**src/rtl/latPkg.sv**
```systemverilog
package latPkg;
  localparam int unsigned ENTRIES = 16;
  localparam int unsigned IDX_W = $clog2(ENTRIES);

  typedef enum logic {
    CHK_LOAD = 1'b0,
    CHK_ADV  = 1'b1
  } chkKindT;

  // strobes from control to datapath, one-hot or per-entry vectors
  typedef struct packed {
    logic [ENTRIES-1:0] allocSel;
    logic [ENTRIES-1:0] clearSel;
    logic [ENTRIES-1:0] markSel;
    logic               allocExc;
  } strobeT;
endpackage

```
**src/rtl/latData.sv**
```systemverilog
module latData
  import latPkg::*;
#(
  parameter int unsigned REG_W    = 7,
  parameter int unsigned ADDR_W   = 32,
  parameter int unsigned LINE_LSB = 3
) (
  input  logic               clk,
  input  logic               rstN,
  input  strobeT             strobe,
  input  logic [REG_W-1:0]   allocReg,
  input  logic [ADDR_W-1:0]  allocAddr,
  input  logic [ADDR_W-1:0]  storeAddr,
  input  logic [REG_W-1:0]   chkReg,
  output logic [ENTRIES-1:0] allocRegHit,
  output logic [ENTRIES-1:0] chkRegHit,
  output logic [ENTRIES-1:0] storeAddrHit,
  output logic [ENTRIES-1:0] validVec,
  output logic [ENTRIES-1:0] confVec,
  output logic [ENTRIES-1:0] excVec
);
  localparam int unsigned TAG_W = ADDR_W - LINE_LSB;

  typedef struct packed {
    logic             vld;
    logic             conf;
    logic             exc;
    logic [REG_W-1:0] rnum;
    logic [TAG_W-1:0] tag;
  } entT;

  entT ent [ENTRIES];

  logic [TAG_W-1:0] allocTag;
  logic [TAG_W-1:0] storeTag;
  assign allocTag = allocAddr[ADDR_W-1:LINE_LSB];
  assign storeTag = storeAddr[ADDR_W-1:LINE_LSB];

  for (genvar e = 0; e < ENTRIES; e++) begin : gEnt
    always_ff @(posedge clk or negedge rstN) begin
      if (!rstN) begin
        ent[e] <= '0;
      end else if (strobe.allocSel[e]) begin
        ent[e].vld  <= 1'b1;
        ent[e].conf <= 1'b0;
        ent[e].exc  <= strobe.allocExc;
        ent[e].rnum <= allocReg;
        ent[e].tag  <= allocTag;
      end else if (strobe.clearSel[e]) begin
        ent[e].vld  <= 1'b0;
        ent[e].conf <= 1'b0;
        ent[e].exc  <= 1'b0;
      end else if (strobe.markSel[e]) begin
        ent[e].conf <= 1'b1;
      end
    end

    assign allocRegHit[e]  = ent[e].vld && (ent[e].rnum == allocReg);
    assign chkRegHit[e]    = ent[e].vld && (ent[e].rnum == chkReg);
    assign storeAddrHit[e] = ent[e].vld && (ent[e].tag == storeTag);
    assign validVec[e]     = ent[e].vld;
    assign confVec[e]      = ent[e].conf;
    assign excVec[e]       = ent[e].exc;
  end
endmodule

```
**src/rtl/latCtrl.sv**
```systemverilog
module latCtrl
  import latPkg::*;
(
  input  logic               clk,
  input  logic               rstN,
  input  logic               allocValid,
  input  logic               allocExc,
  input  logic               storeValid,
  input  logic               chkValid,
  input  logic               chkKind,
  input  logic [ENTRIES-1:0] allocRegHit,
  input  logic [ENTRIES-1:0] chkRegHit,
  input  logic [ENTRIES-1:0] storeAddrHit,
  input  logic [ENTRIES-1:0] validVec,
  input  logic [ENTRIES-1:0] confVec,
  input  logic [ENTRIES-1:0] excVec,
  output strobeT             strobe,
  output logic               chkResp,
  output logic               refetch,
  output logic               fixup,
  output logic               excRaise
);
  localparam logic [ENTRIES-1:0] ONE = {{(ENTRIES-1){1'b0}}, 1'b1};

  logic [IDX_W-1:0]   rrPtr;
  logic [ENTRIES-1:0] freeVec, freeLow, rrOne, victim;
  logic               regKnown, anyFree, useRr;
  logic               chkHit, chkConf, chkExc, isAdv, bad;

  always_comb begin
    freeVec  = ~validVec;
    freeLow  = freeVec & (~freeVec + ONE);
    rrOne    = ONE << rrPtr;
    regKnown = |allocRegHit;
    anyFree  = |freeVec;
    if (regKnown)     victim = allocRegHit;
    else if (anyFree) victim = freeLow;
    else              victim = rrOne;
    useRr = allocValid && !regKnown && !anyFree;

    isAdv   = (chkKind == CHK_ADV);
    chkHit  = |chkRegHit;
    chkConf = |(chkRegHit & confVec);
    chkExc  = |(chkRegHit & excVec);
    bad     = !chkHit || chkConf;

    strobe.allocSel = allocValid ? victim : '0;
    strobe.clearSel = (chkValid && isAdv) ? chkRegHit : '0;
    strobe.markSel  = storeValid ? storeAddrHit : '0;
    strobe.allocExc = allocExc;
  end

  always_ff @(posedge clk or negedge rstN) begin
    if (!rstN) begin
      rrPtr    <= '0;
      chkResp  <= 1'b0;
      refetch  <= 1'b0;
      fixup    <= 1'b0;
      excRaise <= 1'b0;
    end else begin
      if (useRr) rrPtr <= rrPtr + 1'b1;
      chkResp  <= chkValid;
      refetch  <= chkValid && !isAdv && bad;
      fixup    <= chkValid && isAdv && bad;
      excRaise <= chkValid && chkExc;
    end
  end
endmodule

```
**src/rtl/loadAliasTable.sv**
```systemverilog
module loadAliasTable
  import latPkg::*;
#(
  parameter int unsigned REG_W    = 7,
  parameter int unsigned ADDR_W   = 32,
  parameter int unsigned LINE_LSB = 3
) (
  input  logic              clk,
  input  logic              rstN,
  input  logic              allocValid,
  input  logic [REG_W-1:0]  allocReg,
  input  logic [ADDR_W-1:0] allocAddr,
  input  logic              allocExc,
  input  logic              storeValid,
  input  logic [ADDR_W-1:0] storeAddr,
  input  logic              chkValid,
  input  logic [REG_W-1:0]  chkReg,
  input  logic              chkKind,
  output logic              chkResp,
  output logic              refetch,
  output logic              fixup,
  output logic              excRaise
);
  strobeT             strobe;
  logic [ENTRIES-1:0] allocRegHit, chkRegHit, storeAddrHit;
  logic [ENTRIES-1:0] validVec, confVec, excVec;

  latCtrl u_ctrl (
    .clk(clk), .rstN(rstN),
    .allocValid(allocValid), .allocExc(allocExc),
    .storeValid(storeValid), .chkValid(chkValid), .chkKind(chkKind),
    .allocRegHit(allocRegHit), .chkRegHit(chkRegHit),
    .storeAddrHit(storeAddrHit), .validVec(validVec),
    .confVec(confVec), .excVec(excVec),
    .strobe(strobe), .chkResp(chkResp), .refetch(refetch),
    .fixup(fixup), .excRaise(excRaise)
  );

  latData #(.REG_W(REG_W), .ADDR_W(ADDR_W), .LINE_LSB(LINE_LSB)) u_data (
    .clk(clk), .rstN(rstN), .strobe(strobe),
    .allocReg(allocReg), .allocAddr(allocAddr), .storeAddr(storeAddr),
    .chkReg(chkReg),
    .allocRegHit(allocRegHit), .chkRegHit(chkRegHit),
    .storeAddrHit(storeAddrHit), .validVec(validVec),
    .confVec(confVec), .excVec(excVec)
  );
endmodule

```
**config.mk**
```make
export PLATFORM = sky130hd
export DESIGN_NAME = loadAliasTable
export DESIGN_NICKNAME = d
export VERILOG_FILES = /design/src/rtl/latPkg.sv /design/src/rtl/latData.sv /design/src/rtl/latCtrl.sv /design/src/rtl/loadAliasTable.sv
export SDC_FILE = /design/constraint.sdc
export NUM_CORES = 1
export LEC_CHECK = 0
export CAP_MARGIN = 20
export CORE_ASPECT_RATIO = 0.7
export CORE_MARGIN = 10
export CORE_UTILIZATION = 38
export DETAILED_ROUTE_END_ITERATION = 16
export DONT_BUFFER_PORTS = 1
export GPL_TIMING_DRIVEN = 0
export PLACE_DENSITY = 0.63
export RECOVER_POWER = 50
export SLEW_MARGIN = 20
export SYNTH_ARGS = -nofsm -noshare
export SYNTH_HDL_FRONTEND = slang
export SYNTH_SLANG_ARGS = --single-unit
export TNS_END_PERCENT = 100
```
**constraint.sdc**
```tcl
create_clock -name clk -period 7.6 [get_ports clk]
set_clock_uncertainty 0.05 [all_clocks]
set_input_delay 0.38 -clock clk [delete_from_list [all_inputs] [get_ports clk]]
set_output_delay 0.38 -clock clk [all_outputs]
set_load 0.1 [all_outputs]
```
Yosys cells after proc, flatten, opt, wreduce, memory -nomap -nowiden
Index checks and enable logic that the tools add are counted.
Word-level totals
  register bits after elaboration: 632
  input bits: 85
  output and inout bits: 4
  word-level logic and storage cells: 307
Operators by class
  add/subtract/negate cells: 2
  eq/ne operators: 48
  shifts and indexed selects: 1
  muxes and demuxes: 69
  bitwise operators: 5
  reduce and logical (&&, ||, !) cells: 97
Operators with widths (number)
  == test 29 bit: 16
  == test 7 bit: 32
  2-to-1 mux 16 bit: 5
  OR reduction 16 bit: 5
  logical AND 1 bit: 55
  bitwise AND 16 bit: 3
  2-to-1 mux 1 bit: 48
  2-to-1 mux 3 bit: 16
  nonzero test 3 bit: 16
  inverter 16 bit: 2
  nonzero test 2 bit: 16
  adder 16 x 1 -> 16 bit (second input constant): 1
  left shift 1 x 4 -> 16 bit (first input constant): 1
  adder 4 x 1 -> 4 bit (second input constant): 1
  zero test 1 bit: 4
  logical OR 1 bit: 1

Depth between registers and ports, before layout
Gate-level depths: netlist (run 1).
  word-level depth: 8
  depth in mapped cells: 13
  mapped depth without buffers: 8

Hierarchy
Synthesis (run 1) repeated with hierarchy kept, for this count alone.
Unflattened totals
  cell total of the unflattened synthesis: 2656
  area total of the unflattened synthesis: 33195.6 µm²
Modules (own cells, without submodules)
  latData: instances 1, cells an instance 2467, area an instance 31803.0 µm², seq. area each 15615.0 µm²
  latCtrl: instances 1, cells an instance 189, area an instance 1392.6 µm², seq. area each 200.2 µm²

Worst setup path before layout (run 1)
No wires, ideal clock.
  path kind: input port to flip-flop
  from: in allocReg[5]
  to: reg u_ctrl.rrPtr[1]
  library setup time: 0.125 ns
  data arrival time: 2.529 ns
  data required time: 7.425 ns
  setup slack: 4.896 ns
  cell stages on the path: 11
  path buffers: 4
  cell sequence: buf_4 > buf_6 > xnor2_1 > nand4_1 > nor2_1 > nor4_2 > nand4_2 > buf_6 > or4_4 > buf_6 > mux2_4
Between the ends
  cells in the longest elaborated chain, start to end: 6
  elaborated cells between the ends (all ways): 36
  classes of those cells: 16 x eq/ne; 20 x reduce/logical
RTL lines
  start, declared: RTL line loadAliasTable.sv:11  | input logic [REG_W-1:0] allocReg,
  == test 7 bit: RTL line latData.sv:58  | assign allocRegHit[e] = ent[e].vld && (ent[e].rnum == allocReg);
  logical AND 1 bit: RTL line latData.sv:58
  OR reduction 16 bit *: RTL line latCtrl.sv:34  | regKnown = |allocRegHit;
  zero test 1 bit *: RTL line latCtrl.sv:39  | useRr = allocValid && !regKnown && !anyFree;
  logical AND 1 bit * (2 in series): RTL line latCtrl.sv:39
  end signal, assigned: RTL line latCtrl.sv:61  | if (useRr) rrPtr <= rrPtr + 1'b1;
  end, declared: RTL line latCtrl.sv:25  | logic [IDX_W-1:0] rrPtr;
Every way passes the cells marked *; elsewhere a longest branch is shown, timed or not.
A chain may end at the register's enable or synchronous reset.

Worst setup path in the final report (run 1)
  from: reg u_data.ent, in the netlist u_data.validVec[9]
  to: reg u_data.ent[320] (netlist name)
Between the ends
  cells in the longest elaborated chain, start to end: 5
  elaborated cells between the ends (all ways): 7
  classes of those cells: 3 x mux; 1 x bitwise; 3 x reduce/logical
RTL lines
  start, declared: RTL line latData.sv:32  | entT ent [ENTRIES];
  inverter 16 bit: RTL line latCtrl.sv:31  | freeVec = ~validVec;
  OR reduction 16 bit: RTL line latCtrl.sv:35  | anyFree = |freeVec;
  2-to-1 mux 16 bit: RTL line latCtrl.sv:37  | else if (anyFree) victim = freeLow;
  2-to-1 mux 16 bit *: RTL line latCtrl.sv:36  | if (regKnown) victim = allocRegHit;
  2-to-1 mux 16 bit *: RTL line latCtrl.sv:47  | strobe.allocSel = allocValid ? victim : '0;
Marked as above.

==> impl_metrics.yaml, run 1 <==
drt:
  drt-vias-per-instance: 5.69
  final_routed_wire_length_divided_by_cell_count_um: 28.6
  vias: 22200
  antenna_left: 0
  dr.pass1.iters: 6
  residual_drc_count: 0
  final_wirelength_um: 112000
  initialDrtViolationCount: 2551
cts:
  clk_pin_slew_worst_paths_ns: 0.06
  h_tree_depth: 3
  cts_resized: 0
  cts_inserted_buffers: 67
  tritoncts: "yes"
  cts-root-buf: "sky130_fd_sc_hd__clkbuf_16"
  cts_setup_buffers: 0
  post_cts_hold_buffer_count: 31
  cts_max_path_buffers: 3
  clk_latency_ns: 0.64
  clock_sinks: 632
finish:
  layout-drive-gt1-share_pct: 26.6
  fin_nets: 2798
  footprint_of_the_multi_input_gates_um2: 15400
  utilization_pct: 43.3
  signed_area_change_from_the_synthesized_netlist_to_the_final_layout_pct: 12.9
  fin_cells: 3903
  final-seq-area_um2: 15800
  filler_cell_count: 7782
yosys:
  synth_enable_flop_cells: 0
  cell_count_after_synthesis: 2606
  post_synth_main_area_contributors: "sky130_fd_sc_hd__dfrtp_1 (49%), sky130_fd_sc_hd__mux2_2 (19%), sky130_fd_sc_hd__xnor2_1 (11%), sky130_fd_sc_hd__xor2_1 (7.8%), sky130_fd_sc_hd__nand4_1 (2.7%)"
  netlist-cell-type-count: 47
  yosysTopAreaCellShare_pct: 49.0
  syn_avg_cell_area_um2: 12.4
  syn-cell-area_um2: 32300
  synth.yosys.warnings: 0
  synth_ff_type: "sky130_fd_sc_hd__dfrtp_1"
  mapped_nets: 2697
  synth-async-reset-ratio_pct: 100
  seq_total_area_yosys_pct: 49.0
  synth_top_area_cell: "sky130_fd_sc_hd__dfrtp_1"
  ys_seq_elements: 632
power_and_ir_drop:
  static-leakage-power_nw: 15.1
  power_frac_seq_pct: 42.7
  switching_share_pct: 33.6
  pwr-share-comb_pct: 32.9
  power.internal_mw: 9.83
  clkPwrFrac_pct: 24.4
  switchingPower_mw: 4.98
  worst_ir_drop_vdd_v: 0.000188
  power_per_cell_area_nw_per_um2: 406
placement:
  count_of_input_and_output_buffers: 0
  gp_routability_congestion: 0.920
  place_ws_ns: 3.55
  placedCellCount: 3743
  place.detailed.hpwl_um: 79800
sta:
  final_hold_viol_count: 632
  timing.final.crit_period_ns: 3.93
  highest_clock_rate_mhz: 254
  maxSlewHeadroom_pct: -3.64
  final_setup_violations: 0
  finalMaxSlewViolations: 86
  finalHoldWorstSlack_ns: -0.588
  rsz0062_at_grt: "false"
  finalWorstSetupSlack_ns: 3.67
  period_share_pct: 51.7
  final.setup.tns_ns: 0
  worst_slew_pin_slew_ns: 1.55
die:
  floorplan.core_area_um2: 84200
  top_level_ports: 89
  dieHeight_um: 264
  chipWidth_um: 368
  initial_standard_cell_utilization_of_the_core_pct: 38.3
  die_area_um2: 97100
  row_count: 89
setup_path:
  endpoint_kind: "flip-flop"
  reg2reg_slack_ns: 3.67
  critPathArrivalTime_ns: 4.39
  cp_max_fo: 10
  worstReg2RegEnd: "u_data.ent[320]"
  critPathLaunchType: "flip-flop"
  required_ns: 8.06
  path_class: "flip-flop to flip-flop"
  r2r_cells: 11
  regToRegStartpoint: "u_data.validVec[9]"
  setup.worst_path.start: "u_data.validVec[9]"
global_routing:
  gr-total-overflow: 0
  grt_most_used_layer: "met2"
  groute.usage.overall_pct: 22.3
  grt.met2_usage_pct: 32.5
  antenna_found_initial: 19
  grt_start_max_net_pins: 633
  first_global_vias: 22500
  global_route.usage.met1_pct: 32.5
  met3_usage_pct: 6.01
  first_pass_grt_wire_length_um: 160000
outcome:
  run_status: "finished, violations left"
  violations: "negative hold slack, max-slew violations"
run:
  max_cap_viol_count: 0
hold_path:
  worstHoldPathType: "primary input to asynchronous set/reset pin"
-- synth_stat cells (4+ instances only) --
| master | n |
|---|---|
| sky130_fd_sc_hd__a221oi_1 | 5 |
| sky130_fd_sc_hd__inv_1 | 15 |
| sky130_fd_sc_hd__nand4_1 | 138 |
| sky130_fd_sc_hd__a22o_1 | 5 |
| sky130_fd_sc_hd__buf_2 | 38 |
| sky130_fd_sc_hd__o21ai_0 | 13 |
| sky130_fd_sc_hd__nand2_1 | 73 |
| sky130_fd_sc_hd__a21oi_1 | 11 |
| sky130_fd_sc_hd__a22oi_1 | 9 |
| sky130_fd_sc_hd__nor2b_1 | 12 |
| sky130_fd_sc_hd__mux2i_1 | 17 |
| sky130_fd_sc_hd__ha_1 | 6 |
| sky130_fd_sc_hd__buf_1 | 30 |
| sky130_fd_sc_hd__mux2_2 | 535 |
| sky130_fd_sc_hd__nor4_1 | 94 |
| sky130_fd_sc_hd__xor2_1 | 288 |
| sky130_fd_sc_hd__buf_4 | 8 |
| sky130_fd_sc_hd__mux2_1 | 41 |
| sky130_fd_sc_hd__o22ai_1 | 4 |
| sky130_fd_sc_hd__xnor2_1 | 393 |
| sky130_fd_sc_hd__dfrtp_1 | 632 |
| sky130_fd_sc_hd__o21ai_1 | 15 |
| sky130_fd_sc_hd__nor4_2 | 5 |
| sky130_fd_sc_hd__buf_6 | 12 |
| sky130_fd_sc_hd__clkbuf_1 | 120 |
| sky130_fd_sc_hd__nor2_1 | 49 |
| sky130_fd_sc_hd__nand3_1 | 4 |
-- power by group through the flow --
stage | sequential, mW | clock (mW) | combinational [mW]
floorplan | 5.96 | 0 | 3.83
global placement | 6.21 | 0 | 4.64
detailed placement | 6.33 | 0 | 4.80
CTS | 6.27 | 3.65 | 4.86
global route | 6.48 | 3.78 | 5.24
finish | 6.32 | 3.61 | 4.87
-- worst max-delay path, stage by stage (launching register included) --
cell and delay, ns:
sky130_fd_sc_hd__dfrtp_1 0.37, sky130_fd_sc_hd__clkbuf_1 0.29, sky130_fd_sc_hd__nand4_1 0.16, sky130_fd_sc_hd__nor2_1 0.13, sky130_fd_sc_hd__nor4_2 0.66, sky130_fd_sc_hd__nand4_2 0.46
sky130_fd_sc_hd__buf_6 0.28, sky130_fd_sc_hd__o22ai_1 0.37, sky130_fd_sc_hd__nand2_1 0.12, sky130_fd_sc_hd__buf_2 0.27, sky130_fd_sc_hd__buf_2 0.28, sky130_fd_sc_hd__mux2_1 0.36
-- worst max path at each step --
stage | end | cells past startpoint
finish | u_data.ent[320] | 11
global route | u_data.ent[144] | 10
CTS | u_data.ent[142] | 10
detailed placement | u_data.ent[144] | 12
global placement | u_data.confVec[7] | 8
floorplan | u_ctrl.rrPtr[1] | 11
-- registers in the layout, summed over array words and instances (netlist names) --
signal	count
u_ctrl.chkResp	1
u_ctrl.excRaise	1
u_ctrl.fixup	1
u_ctrl.refetch	1
u_ctrl.rrPtr	4
u_data.confVec	16
u_data.ent	576
u_data.excVec	16
u_data.validVec	16
-- stage by stage --
step	cell area, µm²	total power [mW]
2_1_floorplan	32300	9.79
3_3_place_gp	33700	10.8
3_5_place_dp	33700	11.1
4_1_cts	36400	14.8
5_1_grt	36400	15.5
6_report	36400	14.8
-- cells in the final DEF (no fill, tap or decap), drive strengths merged, types with 2 or more instances in the layout --
cell type and n:
dfrtp 632, mux2 577, xnor2 393, xor2 288, clkbuf 218, nand4 140
nor4 100, buf 87, nand2 73, nor2 49, dlygate4sd3 31, o21ai 28
inv 20, mux2i 17, nor2b 12, a21oi 11, diode 9, a22oi 9
bufinv 9, clkinv 8, ha 6, a22o 5, a221oi 5, nand3 4
o22ai 4, nor3 4, and3 3, nor3b 3, a31oi 3, a2111oi 3
and2 2, o21a 2, a41o 2, o211a 2
-- metal layers --
| layer | part of all wire (%) | vias up |
|---|---|---|
| li1 | - | 9252 |
| met1 | 45 | 11800 |
| met2 | 42 | 978 |
| met3 | 10 | 186 |
| met4 | 2.3 | 12 |
| met5 | 0.067 | - |
-- logic make-up after synthesis --
kind of cell             share of synthesized area (%)
XOR/XNOR                                          18.5
flip-flops                                        49.0
multiplexers                                      20.7
AND/OR/NAND/NOR                                   6.90
buffers and inverters                             3.11
AO/OA/AOI/OAI                                     1.56
adder cells (fa/ha/maj)                          0.233
-- cell type report --
class / count / area share, %
clock inverters: 23 / 1.07
diodes: 9 / 0.0618
clock buffers: 96 / 5.48
plain buffers: 208 / 2.66
repair buffers: 32 / 0.882
flip-flops and latches: 632 / 43.4
multi-input cells: 1751 / 42.4
well taps: 1137 / 3.90
inverters: 15 / 0.155
No activity file was read; power rests on OpenSTA's default activity.
==> run 2: changes to the inputs <==
--- a/config.mk
+++ b/config.mk
@@ -12,7 +12,7 @@
 export DETAILED_ROUTE_END_ITERATION = 16
 export DONT_BUFFER_PORTS = 1
 export GPL_TIMING_DRIVEN = 0
-export PLACE_DENSITY = 0.63
+export PLACE_DENSITY = 0.65
 export RECOVER_POWER = 50
 export SLEW_MARGIN = 20
 export SYNTH_ARGS = -nofsm -noshare
==> constraint.sdc (replaced) <==
create_clock -name clk -period 3.32 [get_ports clk]
set_clock_uncertainty 0.05 [all_clocks]
set_input_delay 0.166 -clock clk [delete_from_list [all_inputs] [get_ports clk]]
set_output_delay 0.166 -clock clk [all_outputs]
set_load 0.1 [all_outputs]
==> run 2 against run 1 <==
Against the previous run:
- worst hold slack lost 0.25 ns
- sequential power increased by 130%
- maximum frequency rose by 21%
- critical path depth stayed put
- the flow still finishes with violations (negative hold slack, max-slew violations)
- non-clock buffer count rose by 10
- register-to-register slack got worse by 3.6 ns
- critical endpoint is now u_data.ent[312]
- die area unchanged
- first-iteration DRC count shrank 6.7%
- largest cell class unchanged
==> impl_metrics.yaml, run 2 (synthesis results as in run 1) <==
outcome:
  run_status: "finished, violations left"
  violations: "negative hold slack, max-slew violations"
drt:
  dr.pass1.iters: 5
  antenna_left: 0
  initialDrtViolationCount: 2379
  vias: 21900
  residual_drc_count: 0
  final_wirelength_um: 108000
  final_routed_wire_length_divided_by_cell_count_um: 27.5
  drt-vias-per-instance: 5.59
cts:
  clk_latency_ns: 0.67
  h_tree_depth: 2
  clock_sinks: 632
  tritoncts: "yes"
  post_cts_hold_buffer_count: 33
  clk_pin_slew_worst_paths_ns: 0.07
  cts_max_path_buffers: 3
  cts-root-buf: "sky130_fd_sc_hd__clkbuf_16"
  cts_inserted_buffers: 61
finish:
  filler_cell_count: 7959
  fin_nets: 2802
  layout_common_cells: "sky130_fd_sc_hd__dfrtp_1 (624), sky130_fd_sc_hd__mux2_2 (535), sky130_fd_sc_hd__xnor2_1 (393)"
  layout_commonest_cell: "sky130_fd_sc_hd__dfrtp_1"
  largest_register: "u_data.ent"
  signed_area_change_from_the_synthesized_netlist_to_the_final_layout_pct: 12.6
  largest_reg_flops: 576
  layout-drive-gt1-share_pct: 27.1
setup_path:
  critical-path-max-stage-delay_ns: 0.35
  required_ns: 3.79
  reg2reg_slack_ns: 0.08
  endpoint_kind: "flip-flop"
  critPathMostFrequentCell: "sky130_fd_sc_hd__buf_2"
  cp_top_family: "simple AND/OR/NAND/NOR gates"
  path_class: "flip-flop to flip-flop"
  worstReg2RegEnd: "u_data.ent[312]"
  slowest_stage: "sky130_fd_sc_hd__mux2_1"
  regToRegStartpoint: "u_data.validVec[0]"
  critPathArrivalTime_ns: 3.71
  critPathLaunchType: "flip-flop"
  crit_buf_inv: 3
  cp_max_fo: 10
  cp_cell_sequence: "buf_2 > nand4_1 > nor3_4 > nand4_4 > nor3_4 > a21oi_1 > o22ai_1 > nand2_1 > buf_2 > buf_2 > mux2_1"
  r2r_cells: 11
global_routing:
  grt_start_max_net_pins: 633
  groute.usage.overall_pct: 21.5
  first_pass_grt_wire_length_um: 153000
  antenna_found_initial: 22
  first_global_vias: 21400
  gr-total-overflow: 0
die:
  top_level_ports: 89
  row_count: 89
  chipWidth_um: 368
  die_area_um2: 97100
  floorplan.core_area_um2: 84200
  initial_standard_cell_utilization_of_the_core_pct: 38.3
  dieHeight_um: 264
sta:
  finalMaxSlewViolations: 421
  worst_slew_pin_slew_ns: 2.03
  maxSlewHeadroom_pct: -35.5
  period_share_pct: 97.5
  rsz0062_at_grt: "false"
  finalHoldWorstSlack_ns: -0.841
  final.setup.tns_ns: 0
  timing.final.crit_period_ns: 3.24
  final_hold_viol_count: 632
  finalWorstSetupSlack_ns: 0.0834
  highest_clock_rate_mhz: 309
  final_setup_violations: 0
run:
  max_cap_viol_count: 0
placement:
  count_of_input_and_output_buffers: 0
  place_ws_ns: -0.476
  gp_routability_congestion: 0.919
  place.detailed.hpwl_um: 75800
power_and_ir_drop:
  static-leakage-power_nw: 15.1
  power_per_cell_area_nw_per_um2: 903
  worst_ir_drop_vdd_v: 0.000442
hold_path:
  worstHoldPathType: "primary input to asynchronous set/reset pin"
[run 2: how the worst max path moves through the flow]
stage / startpoint / slack (ns) / endpoint / cells past startpoint
floorplan: u_data.validVec[0] / 0.78 / u_data.ent[312] / 11
global placement: storeAddr[23] / -0.82 / u_data.confVec[14] / 7
detailed placement: u_data.validVec[9] / -0.48 / u_data.ent[142] / 10
CTS: u_data.validVec[5] / 0.01 / u_data.ent[312] / 10
global route: u_data.ent[537] / 0.002 / u_data.ent[490] / 11
finish: u_data.validVec[0] / 0.08 / u_data.ent[312] / 11
[run 2: layer usage]
layer	GRT usage, %	routed length, µm	vias to the layer above
met5	0	115	-
met4	5.91	2810	18
met3	7.64	11600	190
met2	29.8	43700	952
met1	31.0	49500	11500
li1	-	-	9273
[run 2: area by class of cell]
| cell class | count | area (µm²) | area share, % |
|---|---|---|---|
| clock buffers | 86 | 1770 | 4.87 |
| diodes | 27 | 67.6 | 0.186 |
| flip-flops and latches | 632 | 15800 | 43.6 |
| inverters | 15 | 56.3 | 0.155 |
| plain buffers | 206 | 975 | 2.68 |
| well taps | 1137 | 1420 | 3.92 |
| multi-input cells | 1751 | 15500 | 42.7 |
| clock inverters | 24 | 259 | 0.713 |
| repair buffers | 44 | 444 | 1.22 |
[run 2: per-stage QoR]
step                      hold WS, ns  std cells  utilization (%)  total power, mW  area (µm²)
after floorplan                -0.180       2606                -             22.4       32300
after global placement         -0.108       3743             40.0             24.9       33700
after detailed placement       -0.109       3744             40.0             25.2       33700
after CTS                      -0.804       3887             42.9             32.6       36100
after global routing           -0.834       3902             43.1             34.4       36300
final                          -0.841       3922             43.2             32.8       36300
[run 2: worst register-to-register path, stage by stage, from the launching register on]
cell                      delay, ns
sky130_fd_sc_hd__dfrtp_1       0.31
sky130_fd_sc_hd__buf_2         0.21
sky130_fd_sc_hd__nand4_1       0.26
sky130_fd_sc_hd__nor3_4        0.33
sky130_fd_sc_hd__nand4_4       0.25
sky130_fd_sc_hd__nor3_4        0.27
sky130_fd_sc_hd__a21oi_1       0.13
sky130_fd_sc_hd__o22ai_1       0.25
sky130_fd_sc_hd__nand2_1       0.12
sky130_fd_sc_hd__buf_2         0.28
sky130_fd_sc_hd__buf_2         0.29
sky130_fd_sc_hd__mux2_1        0.35
[run 2: timing repair]
item / in CTS / in global routing
setup buffers: 2 / 5
gates cloned: 0 / 0
endpoints found under the setup margin: 493 / 252
pin swaps: 2 / 3
hold endpoints to repair: 820 / 632
gates resized for setup: 8 / 18
[run 2: where the power goes]
part / switching, mW / internal (mW) / total, mW / leakage, nW
clock network: 3.21 / 4.01 / 7.22 / 1.01
logic: 4.90 / 6.29 / 11.2 / 6.36
registers: 3.00 / 11.4 / 14.4 / 7.69
